$ cat config.mk
export PLATFORM = sky130hd
export DESIGN_NAME = rcw_loader
export DESIGN_NICKNAME = d
export VERILOG_FILES = /design/src/rtl/rcw_pkg.sv /design/src/rtl/rcw_seq_fsm.sv /design/src/rtl/rcw_word_asm.sv /design/src/rtl/rcw_boot_map.sv /design/src/rtl/rcw_loader.sv
export SDC_FILE = /design/constraint.sdc
export NUM_CORES = 1
export LEC_CHECK = 0
export BUFFER_PORTS_ARGS = -buffer_cell sky130_fd_sc_hd__clkbuf_2
export CAP_MARGIN = 20
export CELL_PAD_IN_SITES_DETAIL_PLACEMENT = 1
export CELL_PAD_IN_SITES_GLOBAL_PLACEMENT = 1
export CORE_MARGIN = 4
export CORE_UTILIZATION = 39
export DETAILED_ROUTE_END_ITERATION = 7
export PLACE_DENSITY = 0.95
export SETUP_SLACK_MARGIN = 0.5
export SLEW_MARGIN = 25
export SYNTH_ARGS = -nofsm -noshare
export SYNTH_HDL_FRONTEND = slang
export SYNTH_HIERARCHICAL = 1
export SYNTH_SLANG_ARGS = --single-unit
$ cat constraint.sdc
create_clock -name clk -period 2.3 [get_ports clk]
set_input_delay 0.345 -clock clk [delete_from_list [all_inputs] [get_ports clk]]
set_output_delay 0.345 -clock clk [all_outputs]
set_load 0.005 [all_outputs]
$ cat src/rtl/rcw_pkg.sv
package rcw_pkg;
    localparam int BYTE_W     = 8;
    localparam int WORD_BYTES = 4;
    localparam int WORD_W     = BYTE_W * WORD_BYTES;

    typedef enum logic [0:0] {
        ST_READ = 1'b0,
        ST_DONE = 1'b1
    } rcw_state_e;
endpackage

$ cat src/rtl/rcw_seq_fsm.sv
module rcw_seq_fsm
    import rcw_pkg::*;
#(
    parameter int ADDR_W = 8,
    parameter int STRIDE = 8,
    parameter int SLAVES = 7,
    localparam int BCNT_W = $clog2(WORD_BYTES),
    localparam int WIDX_W = $clog2(SLAVES + 1)
) (
    input  logic              clk,
    input  logic              rst,
    input  logic              rd_ack,
    output logic              rd_req,
    output logic [ADDR_W-1:0] rd_addr,
    output logic              take,
    output logic              byte_last,
    output logic [WIDX_W-1:0] word_idx,
    output logic              seq_done
);
    rcw_state_e        state, state_nxt;
    logic [BCNT_W-1:0] byte_cnt;
    logic              word_last;

    assign byte_last = (byte_cnt == BCNT_W'(WORD_BYTES - 1));
    assign word_last = (word_idx == WIDX_W'(SLAVES));

    // state register
    always_ff @(posedge clk) begin
        if (rst) state <= ST_READ;
        else     state <= state_nxt;
    end

    // transitions
    always_comb begin
        state_nxt = state;
        unique case (state)
            ST_READ: if (rd_ack && byte_last && word_last) state_nxt = ST_DONE;
            ST_DONE: state_nxt = ST_DONE;
        endcase
    end

    // outputs
    always_comb begin
        rd_req   = 1'b0;
        seq_done = 1'b0;
        unique case (state)
            ST_READ: rd_req   = 1'b1;
            ST_DONE: seq_done = 1'b1;
        endcase
    end

    assign take = rd_req && rd_ack;

    // address and position counters
    always_ff @(posedge clk) begin
        if (rst) begin
            rd_addr  <= '0;
            byte_cnt <= '0;
            word_idx <= '0;
        end else if (take) begin
            rd_addr  <= rd_addr + ADDR_W'(STRIDE);
            byte_cnt <= byte_cnt + 1'b1;
            if (byte_last) word_idx <= word_idx + 1'b1;
        end
    end
endmodule

$ cat src/rtl/rcw_word_asm.sv
module rcw_word_asm
    import rcw_pkg::*;
#(
    parameter int SLAVES = 7,
    localparam int WIDX_W = $clog2(SLAVES + 1),
    localparam int IDX_W  = $clog2(SLAVES),
    localparam int SH_W   = WORD_W - BYTE_W
) (
    input  logic              clk,
    input  logic              rst,
    input  logic              take,
    input  logic              byte_last,
    input  logic [WIDX_W-1:0] word_idx,
    input  logic [BYTE_W-1:0] rd_data,
    output logic [WORD_W-1:0] master_word,
    output logic [WORD_W-1:0] slave_word,
    output logic              slave_vld,
    output logic [IDX_W-1:0]  slave_idx
);
    logic [SH_W-1:0]   shreg;
    logic [WORD_W-1:0] full;

    // earliest byte ends up in the top lane
    assign full = {shreg, rd_data};

    always_ff @(posedge clk) begin
        if (rst) begin
            shreg       <= '0;
            master_word <= '0;
            slave_word  <= '0;
            slave_vld   <= 1'b0;
            slave_idx   <= '0;
        end else begin
            slave_vld <= 1'b0;
            if (take) begin
                shreg <= full[SH_W-1:0];
                if (byte_last) begin
                    if (word_idx == '0) begin
                        master_word <= full;
                    end else begin
                        slave_word <= full;
                        slave_vld  <= 1'b1;
                        slave_idx  <= IDX_W'(word_idx - 1'b1);
                    end
                end
            end
        end
    end
endmodule

$ cat src/rtl/rcw_boot_map.sv
module rcw_boot_map
    import rcw_pkg::*;
#(
    parameter int              BMS_BIT   = 20,
    parameter int              VPF_BIT   = 19,
    parameter logic [WORD_W-1:0] BASE_HI = 32'hFE00_0000,
    parameter logic [WORD_W-1:0] VEC_HI  = 32'hFFF0_0000,
    parameter logic [WORD_W-1:0] VEC_OFF = 32'h0000_0100
) (
    input  logic [WORD_W-1:0] master_word,
    output logic [WORD_W-1:0] boot_base,
    output logic [WORD_W-1:0] fetch_addr
);
    always_comb begin
        boot_base  = master_word[BMS_BIT] ? '0 : BASE_HI;
        fetch_addr = (master_word[VPF_BIT] ? '0 : VEC_HI) | VEC_OFF;
    end
endmodule

$ cat src/rtl/rcw_loader.sv
module rcw_loader
    import rcw_pkg::*;
#(
    parameter int ADDR_W  = 8,
    parameter int STRIDE  = 8,
    parameter int SLAVES  = 7,
    parameter int BMS_BIT = 20,
    parameter int VPF_BIT = 19
) (
    input  logic              clk,
    input  logic              rst,
    output logic              rd_req,
    output logic [ADDR_W-1:0] rd_addr,
    input  logic              rd_ack,
    input  logic [7:0]        rd_data,
    output logic [31:0]       master_word,
    output logic              slave_vld,
    output logic [2:0]        slave_idx,
    output logic [31:0]       slave_word,
    output logic [31:0]       boot_base,
    output logic [31:0]       fetch_addr,
    output logic              cfg_done
);
    localparam int WIDX_W = $clog2(SLAVES + 1);

    logic              take, byte_last;
    logic [WIDX_W-1:0] word_idx;

    rcw_seq_fsm #(.ADDR_W(ADDR_W), .STRIDE(STRIDE), .SLAVES(SLAVES)) u_fsm (
        .clk(clk), .rst(rst), .rd_ack(rd_ack),
        .rd_req(rd_req), .rd_addr(rd_addr), .take(take),
        .byte_last(byte_last), .word_idx(word_idx), .seq_done(cfg_done)
    );

    rcw_word_asm #(.SLAVES(SLAVES)) u_asm (
        .clk(clk), .rst(rst), .take(take), .byte_last(byte_last),
        .word_idx(word_idx), .rd_data(rd_data),
        .master_word(master_word), .slave_word(slave_word),
        .slave_vld(slave_vld), .slave_idx(slave_idx)
    );

    rcw_boot_map #(.BMS_BIT(BMS_BIT), .VPF_BIT(VPF_BIT)) u_map (
        .master_word(master_word), .boot_base(boot_base), .fetch_addr(fetch_addr)
    );
endmodule

==> results of run 1 <==
## critical path, cell delays in order, from the launching register on
cell                       delay, ns
sky130_fd_sc_hd__dfxtp_1        0.35
sky130_fd_sc_hd__and2b_2        0.38
sky130_fd_sc_hd__nand4b_1       0.37
sky130_fd_sc_hd__buf_12         0.30
sky130_fd_sc_hd__nand2_1        0.08
sky130_fd_sc_hd__a21oi_1        0.08
## final timing paths
| path | startpoint | end |
|---|---|---|
| hold reg to reg | u_asm/master_word[23]$_SDFFE_PP0P_ | u_asm/master_word[23]$_SDFFE_PP0P_ |
| hold / removal | rd_data[3] | u_asm/slave_word[3]$_SDFFE_PP0P_ |
| setup / recovery | u_fsm/state$_SDFF_PP0_ | u_asm/master_word[15]$_SDFFE_PP0P_ |
| setup reg to reg | u_fsm/state$_SDFF_PP0_ | u_asm/master_word[15]$_SDFFE_PP0P_ |
## layout by cell type (no fill, tap or decap), types with 2 or more instances in the layout
master                     count
sky130_fd_sc_hd__conb_1       48
sky130_fd_sc_hd__dfxtp_1     103
sky130_fd_sc_hd__nand3b_1      2
sky130_fd_sc_hd__nand2_1      64
sky130_fd_sc_hd__nor2b_1       2
sky130_fd_sc_hd__a21oi_1      68
sky130_fd_sc_hd__o21ai_0      32
sky130_fd_sc_hd__nor2_1       35
sky130_fd_sc_hd__mux2_1        2
sky130_fd_sc_hd__clkinv_4      2
sky130_fd_sc_hd__nand3_1      33
sky130_fd_sc_hd__ha_1          6
sky130_fd_sc_hd__nand4_1       2
sky130_fd_sc_hd__a211oi_1      3
sky130_fd_sc_hd__mux2i_1      28
sky130_fd_sc_hd__clkbuf_2    103
sky130_fd_sc_hd__clkinv_2      2
sky130_fd_sc_hd__xnor2_1       3
sky130_fd_sc_hd__xor2_1        2
sky130_fd_sc_hd__inv_1         5
sky130_fd_sc_hd__buf_4         3
sky130_fd_sc_hd__buf_12        3
sky130_fd_sc_hd__clkbuf_8     10
## power by group through the flow
stage / Sequential, mW / Combinational (mW) / Clock [mW]
2_1_floorplan: 1.87 / 0.184 / 0
3_3_place_gp: 1.88 / 0.162 / 0
3_5_place_dp: 1.88 / 0.170 / 0
4_1_cts: 1.84 / 0.171 / 1.17
5_1_grt: 1.84 / 0.192 / 1.26
6_report: 1.84 / 0.174 / 1.14
## cell families (layout without fill, tap and decap cells)
family          Yosys count  in the layout  share of synthesized area, %
simple gates            146            146                          14.6
buf+inv                 106            131                          16.2
compound gates          103            103                          12.0
flops                   103            103                          47.3
mux                      30             30                          6.95
fa+ha+maj                 6              6                          1.72
xor+xnor                  5              5                          1.00
other cells               3             48                         0.258
## metrics by stage
step	instance area, um2	instances	util [%]	total power, mW	worst slack [ns]
2_1_floorplan	4530	547	-	2.05	0.776
3_3_place_gp	4620	696	42.5	2.04	0.576
3_5_place_dp	4620	696	42.5	2.05	0.499
4_1_cts	4820	712	44.3	3.18	0.532
5_1_grt	4830	712	44.4	3.30	0.501
6_report	4830	712	44.4	3.15	0.612
## sequential cells by signal, summed over array words and instances, names as in the netlist
register           count
u_fsm/byte_cnt         2
u_asm/master_word     32
u_asm/shreg           24
u_asm/slave_word      32
u_fsm/state            1
u_asm/slave_idx        3
u_asm/slave_vld        1
u_fsm/word_idx         3
u_fsm/rd_addr          5
## layer usage
layer  part of all wire [%]  vias up  track usage, %
met5                      0        -               0
met4                    1.1        0            3.53
met3                    5.8       10            4.08
met2                     53      111            33.0
met1                     40     1697            21.6
li1                       -     1684               -
## cell type report
cell class / count / share of cell area (%)
Sequential cell: 103 / 42.7
Timing Repair Buffer: 110 / 12.6
Multi-Input combinational cell: 338 / 36.6
Clock buffer: 11 / 2.93
Tap cell: 140 / 3.62
Clock inverter: 5 / 1.19
Inverter: 5 / 0.388
==> results, run 1 <==
- The flow ran to the end, and the final reports show no timing, DRC or antenna violations.
- The classification of the worst-slack hold path is input port to flop.
- The DRC violation count after routing is 0.
- Setup repair after global routing left no endpoint under its margin.
- The library cell with the highest instance count after synthesis is sky130_fd_sc_hd__dfxtp_1.
- The global-route wire length before repair is 18,700 um.
- Dividing the detail-routed via count by the number of cells gives a little under 5.
- The synthesis-to-layout area growth is 10.9%.
- Across all register-to-register paths, the minimum setup slack is a little over 0.6 ns.
- STA classifies the critical path endpoint as a flop.
- Buffers added to address setup during post-CTS repair amount to 0.
- Of the total power, the share spent switching nets is 23.9%.
- The total number of yosys warnings is 6.
- After global routing the overflow that remains totals 0.
- The commonest register cell after synthesis is sky130_fd_sc_hd__dfxtp_1.
- The proportion of layout cells with a drive suffix above 1 is roughly 23%.
- The global placer's final weighted congestion is 0.793.
- The sequential share of power is about three fifths.
- The quantity of hold-fixing buffers added after cts is 0.
- The area occupied by registers is 0.00206 mm2.
- Along the worst path, the maximum fanout reaches 26.
- The number of failing setup endpoints in the final timing report is 0.
- The worst-case IR drop observed on VDD is 409 uV.
- The data required time at the worst endpoint is approximately 2.5 ns.
- Once the clock tree was built, the resizer swapped 0 gates to a different size.
- The clock tree root driver cell is sky130_fd_sc_hd__clkbuf_8.
- For the finished layout, the period the worst path requires is between 1.5 and 2 ns.
- Of all flip-flops after synthesis, the portion carrying an async set or reset was 0%.
- The initial antenna violation count is 0.
- The final count of pins violating max slew is 0.
- The H-tree was split into 3 levels.
- Measured along the x axis, the die boundary spans 114 um.
- Dividing the synthesized area by the synthesized cell count gives between 8 and 9 um2.
- The number of distinct standard cells referenced by the synthesized netlist is 29.
- The part of the power in combinational logic is 5.5%.
- CTS saw between 100 and 150 sinks.
- The total wire length is between 10,000 and 15,000 um.
- sky130_fd_sc_hd__dfxtp_1 takes more of the synthesized area than any other cell.
- Across the run, the number of max-cap violations was 0.
- In this run the remaining antenna-violating nets after routing total 0.
- After synthesis the netlist holds a flip-flop and latch count of 103.
- The clock tree from TritonCTS is yes.
- The detailed-placement wirelength estimate is slightly above 8000 um.
- The average wire per cell in the routed design is 16.3 um.
- The clock latency at the later pin of the worst-skew pair is about 0.36 ns.
- The worst setup path is launched from a flop.
- In the synthesized netlist, the cells that appear most often are sky130_fd_sc_hd__dfxtp_1, sky130_fd_sc_hd__buf_4, sky130_fd_sc_hd__a21oi_1.
- Hold timing on the final database bottoms out at a slack of between 0.2 and 0.25 ns.
- The aggregate global-route resource usage is a little under a fifth.
- The post-synthesis instance area is approximately 0.0044 mm2.
- The number of global-route vias before repair is approximately 3,600.
- Yosys mapped a number of flops with a built-in enable equal to 0.
- The final antenna diode count is 0.
- The area occupied by multi-input gates is around 0.0018 mm2.
- The path type of the worst setup path is flop to flop.
- On the final layout, the worst clock skew is about 0.012 ns.
- The final route contains between 3,000 and 4,000 vias.
- In this run the static leakage power is 2.07 nW.
- The count of endpoints failing hold in the final timing report came to 0.
- The starting DRC count in detailed routing is approximately 140.
- The setup total negative slack is 0 ns.
- In this run the vertical extent of the chip is approximately 110 um.
- The number of top-level design ports is ~150.
- After technology mapping, the gate count stands at between 500 and 600.
- The initial core utilization is 40.0%.
- Based on the critical path, the design can be clocked at up to between 500 and 600 MHz.
- Measured in cells, the most critical reg-to-reg path has a length of 5.
- The ratio of final minimum period to clock period is about three quarters.
- The number of detailed-route iterations in the first pass is 4.
- Summed over all nets, the switching power comes to 754 uW.
- For this run, the register share of the synthesized area comes to between 40% and 50%.
- The arrival time at the worst endpoint is 1.92 ns.
- The final layout contains between 500 and 600 nets.
- The clock-pin slew on the worst setup and hold paths is 0.10 ns.
- Sorting the synthesized cells by area gives the leading types as sky130_fd_sc_hd__dfxtp_1, sky130_fd_sc_hd__buf_4, sky130_fd_sc_hd__a21oi_1.
- The cell internal power dissipation is 2.40 mW.
- The filler cells instantiated in the layout total approximately 1,300.
- The number of buffers created by CTS is 9.
- The power per cell area is around 650 mW/mm2.
- The top cell type by area accounts for between 40% and 50% of the synthesized area.
- Entering global routing, the biggest net connects 62 pins.
- The die covers ~0.013 mm2.
- The floorplan core area is between 0.01 and 0.015 mm2.
- The maximum count of clock buffers along a single path is 2.
- The count of standard-cell rows is 38.
- The clock network accounts for 36.2% of the total power.
- The number of cells on the worst hold path is 3.
- The number of input and output port buffers inserted is between 100 and 150.
(Power assumes the default switching activity.)
==> inputs of run 2 (changes only) <==
ABC_AREA = 1   (was unset)
CORE_UTILIZATION = 32   (was 39)
PLACE_DENSITY = 0.86   (was 0.95)
clock period = 1.45 ns   (was 2.3 ns; I/O delays follow)
==> run 2 against run 1 <==
The flow now finishes with violations (setup timing). Sequential cell count is the same. Final area grew 57%. Via count grew 42%. Synthesized cell count grew 24%. Clock power grew 140%. Combinational power grew to 6.4 times the previous value. Die area grew 25%. Utilization grew 10 points. Critical path type unchanged.
==> results, run 2 <==
- Outcome: finished, violations left (was finished, final reports clean).
- The final reports fail on setup timing.
- The number of top-level design ports is 153 (unchanged).
- The peak ir drop on the vdd network is 619 uV (was 409 uV).
- The mean cell area of the mapped netlist is 7.30 um2 (was 8.68 um2).
- The proportion of layout cells with a drive suffix above 1 is 55.0% (was 22.6%).
- The clock tree from TritonCTS is yes (unchanged).
- The final core utilization is 54.5% (was 44.4%).
- The number of input and output port buffers inserted is 104 (unchanged).
- The count of clock tree sinks is 103 (unchanged).
- The clock-pin slew on the worst setup and hold paths is 0.08 ns (was 0.10 ns).
- The category of the worst setup path launch point was a flop (unchanged).
- The aggregate global-route resource usage is 21.1% (was 18.0%).
- The async set-reset flop share out of synthesis is 0% (unchanged).
- The clock tree root driver cell is sky130_fd_sc_hd__clkbuf_16 (was sky130_fd_sc_hd__clkbuf_8).
- The cell class contributing the biggest share of worst-path delay is simple AND/OR/NAND/NOR gates (unchanged).
- The fmax is 668 MHz (was 592 MHz).
- The starting DRC count in detailed routing came to 430 (was 135).
- The filler cell count is 1,587 (was 1,342).
- Leading registers by flop count: u_asm/master_word x32, u_asm/slave_word x32, u_asm/shreg x24 (unchanged).
- The maximum count of clock buffers along a single path is 2 (unchanged).
- The total length of routed met3 wires is 1400 um (was 674 um).
- The standby leakage power is 3.37 nW (was 2.07 nW).
- The share of the yosys chip area belonging to registers is 45.3% (was 47.3%).
- Chain of cells forming the critical path: inv_4 > ha_4 > buf_4 > nand2_4 > nor2_4 > buf_6 > nor2_1 > nor2_1 (was and2b_2 > nand4b_1 > buf_12 > nand2_1 > a21oi_1).
- The number of distinct standard cells referenced by the synthesized netlist is 20 (was 29).
- The initial antenna violation count is 1 (was 0).
- Unrepaired setup endpoints after global routing: yes (was no).
- The total of flip-flops plus latches after synthesis is 103 (unchanged).
- The post-synthesis instance area was 0.00455 mm2 (was 0.00436 mm2).
- The clock latency at the later pin of the worst-skew pair was 0.37 ns (was 0.36 ns).
- The worst setup slack before clock tree synthesis is 0.0980 ns (was 0.499 ns).
- The maximum level of the CTS H-tree is 3 (unchanged).
- Top library cells by usage in the layout, fill and taps aside: sky130_fd_sc_hd__nor2_1, sky130_fd_sc_hd__nand2_1, sky130_fd_sc_hd__dfxtp_2, sky130_fd_sc_hd__buf_6, sky130_fd_sc_hd__buf_4 (was sky130_fd_sc_hd__clkbuf_2, sky130_fd_sc_hd__dfxtp_1, sky130_fd_sc_hd__a21oi_1, sky130_fd_sc_hd__nand2_1, sky130_fd_sc_hd__conb_1).
- The final worst setup slack is -0.0470 ns (was 0.612 ns).
- The total wire length was 22,000 um (was 11,600 um).
- The die outline height is 127 um (was 114 um).
- The total number of nets in the final design is 806 (was 584).
- The final count of pins violating max slew is 0 (unchanged).
- The global placer's final weighted congestion is 0.775 (was 0.793).
- The detailed route wirelength on metal2 was 11,100 um (was 6160 um).
- The biggest fanout along the worst timing path is 10 (was 26).
- The number of maximum-capacitance constraint violations was 0 (unchanged).
- The floorplan core area is 0.0139 mm2 (was 0.0109 mm2).
- The ratio of final minimum period to clock period was 103% (was 73.4%).
- The largest incremental delay on the critical path came to 0.36 ns (was 0.38 ns).
- The number of instances in the synthesized netlist came to 624 (was 502).
- The average wire per cell in the routed design was 22.6 um (was 16.3 um).
- The number of detailed-route iterations in the first pass came to 5 (was 4).
- The initial core utilization is 32.7% (was 40.0%).
- The number of global-route vias before repair came to 4,715 (was 3,576).
- The global route total overflow was 0 (unchanged).
- The quantity of hold-fixing buffers added after cts is 0 (unchanged).
- The classification of the worst-slack hold path is input port to flop (unchanged).
- The most frequent cell on the critical path is sky130_fd_sc_hd__nor2_1.
- The total power after layout is 6.84 mW (was 3.15 mW).
- The most common cell after layout, fill and taps aside is sky130_fd_sc_hd__nor2_1.
- The global-route wire length before repair was 26,700 um (was 18,700 um).
- The highest routing layer actually used is met5 (was met4).
- The detailed-placement wirelength estimate was 8700 um (was 8260 um).
- The overall die width came to 127 um (was 114 um).
- The count of endpoints failing hold in the final timing report was 0 (unchanged).
- The number of enable flip-flop cells after synthesis is 0 (unchanged).
- The wire length on met1 came to 8460 um (was 4650 um).
- Top post-synthesis cells by area: sky130_fd_sc_hd__dfxtp_1, sky130_fd_sc_hd__nor2_1, sky130_fd_sc_hd__buf_4 (was sky130_fd_sc_hd__dfxtp_1, sky130_fd_sc_hd__buf_4, sky130_fd_sc_hd__a21oi_1).
- The kind of end point of the critical path is a flop (unchanged).
- The power per cell area is 901 mW/mm2 (was 652 mW/mm2).
- The arrival time at the worst endpoint is 1.78 ns (was 1.92 ns).
- The path type of the worst setup path was flop to flop (unchanged).
- The number of failing setup endpoints in the final timing report was 4 (was 0).
- The final antenna diode count came to 0 (unchanged).
- The final period demand of the worst path was 1.50 ns (was 1.69 ns).
- The library cell occupying the most area in the post-synthesis netlist is sky130_fd_sc_hd__dfxtp_1 (unchanged).
- The via count was 4,983 (was 3,502).
- The synthesis-to-layout area growth is 66.8% (was 10.9%).
- The count of standard-cell rows was 43 (was 38).
- The library cell with the highest instance count after synthesis is sky130_fd_sc_hd__nor2_1 (was sky130_fd_sc_hd__dfxtp_1).
- The share of the synthesized area in the top cell type came to 45.3% (was 47.3%).
- The hold slack is 0.173 ns (was 0.248 ns).
- The maximum number of pins on one net before global-route repair is 49 (was 62).
- The critical path buffer and inverter count is 3 (was 1).
- The total number of yosys warnings is 6 (unchanged).
- Most numerous cell types in the synthesized netlist: sky130_fd_sc_hd__nor2_1, sky130_fd_sc_hd__dfxtp_1, sky130_fd_sc_hd__nand2_1 (was sky130_fd_sc_hd__dfxtp_1, sky130_fd_sc_hd__buf_4, sky130_fd_sc_hd__a21oi_1).
- The DRC violation count after routing was 0 (unchanged).
- The count of nets left with antenna violations after detail routing is 0 (unchanged).
- The number of buffers created by CTS is 9 (unchanged).
- The commonest register cell after synthesis is sky130_fd_sc_hd__dfxtp_1 (unchanged).
- The area enclosed by the die boundary is 0.0162 mm2 (was 0.0129 mm2).
- The worst setup skew after layout is 0.0145 ns (was 0.0124 ns).
- The detailed-route vias per instance is 5.12 (was 4.92).
- The data required time at the worst endpoint is 1.73 ns (was 2.53 ns).
- The cell at the slowest stage of the critical path is sky130_fd_sc_hd__dfxtp_4 (was sky130_fd_sc_hd__and2b_2).
## run 2: where the power goes
part	internal (mW)	switching, mW	leakage (nW)
clock network	1.53	1.20	0.153
registers	2.92	0.0895	0.878
logic	0.467	0.647	2.34
total	4.91	1.93	3.37
## run 2: cells by family (layout without fill, tap and decap cells)
group           after synthesis  in the layout  share of synthesized area [%]
compound gates               54             54                           5.94
xor+xnor                      2              2                          0.385
fa+ha+maj                     6              6                           1.65
buf+inv                     145            270                           18.4
flops                       103            103                           45.3
other cells                   3             48                          0.247
simple gates                311            311                           28.1
## run 2: area by class of cell
cell class,count,area (um2),share of cell area (%)
multi-input cells,421,2510,33.0
flip-flops and latches,103,2180,28.7
repair buffers,206,2150,28.3
clock buffers,10,229,3.02
well taps,180,225,2.97
inverters,47,211,2.78
clock inverters,6,90.1,1.19
repair inverters,1,7.51,0.0989
## run 2: timing repair
| item | in CTS | in global routing |
|---|---|---|
| buffers inserted | 44 | 28 |
| pin swaps | 23 | 15 |
| endpoints found under the hold margin | 0 | 0 |
| setup endpoints to repair | 194 | 197 |
| gates resized for setup | 215 | 180 |
| gates cloned | 14 | 4 |
## run 2: path summary, 6_finish.rpt
check	startpoint	end	slack (ns)	depth (start not counted)
setup / recovery	u_fsm/word_idx[0]$_SDFFE_PP0P_	u_asm/master_word[17]$_SDFFE_PP0P_	-0.05	8
hold / removal	rd_data[7]	u_asm/shreg[7]$_SDFFE_PP0P_	0.17	3
setup reg to reg	u_fsm/word_idx[0]$_SDFFE_PP0P_	u_asm/master_word[17]$_SDFFE_PP0P_	-0.05	8
hold reg to reg	u_asm/master_word[3]$_SDFFE_PP0P_	u_asm/master_word[3]$_SDFFE_PP0P_	0.47	2
## run 2: layer usage
metal / up-vias / global-route usage, %
met4: 2 / 8.26
met3: 77 / 4.47
met2: 270 / 36.0
met1: 2471 / 26.0
li1: 2163 / -
met5: - / 0
## run 2: metrics by stage
stage	instance area, um2	setup TNS, ns	instances
2_1_floorplan	4810	0	669
3_3_place_gp	5040	0	868
3_5_place_dp	5040	0	868
4_1_cts	6570	0	942
5_1_grt	7590	-0.601	974
6_report	7590	-0.0740	974
## run 2: worst register-to-register path: cells and delay by family (launching register included)
kind	cells	cell delay (ns)
adders and majority gates	1	0.14
and+or+nand+nor	4	0.53
DFF	1	0.36
buffers and inverters	3	0.40
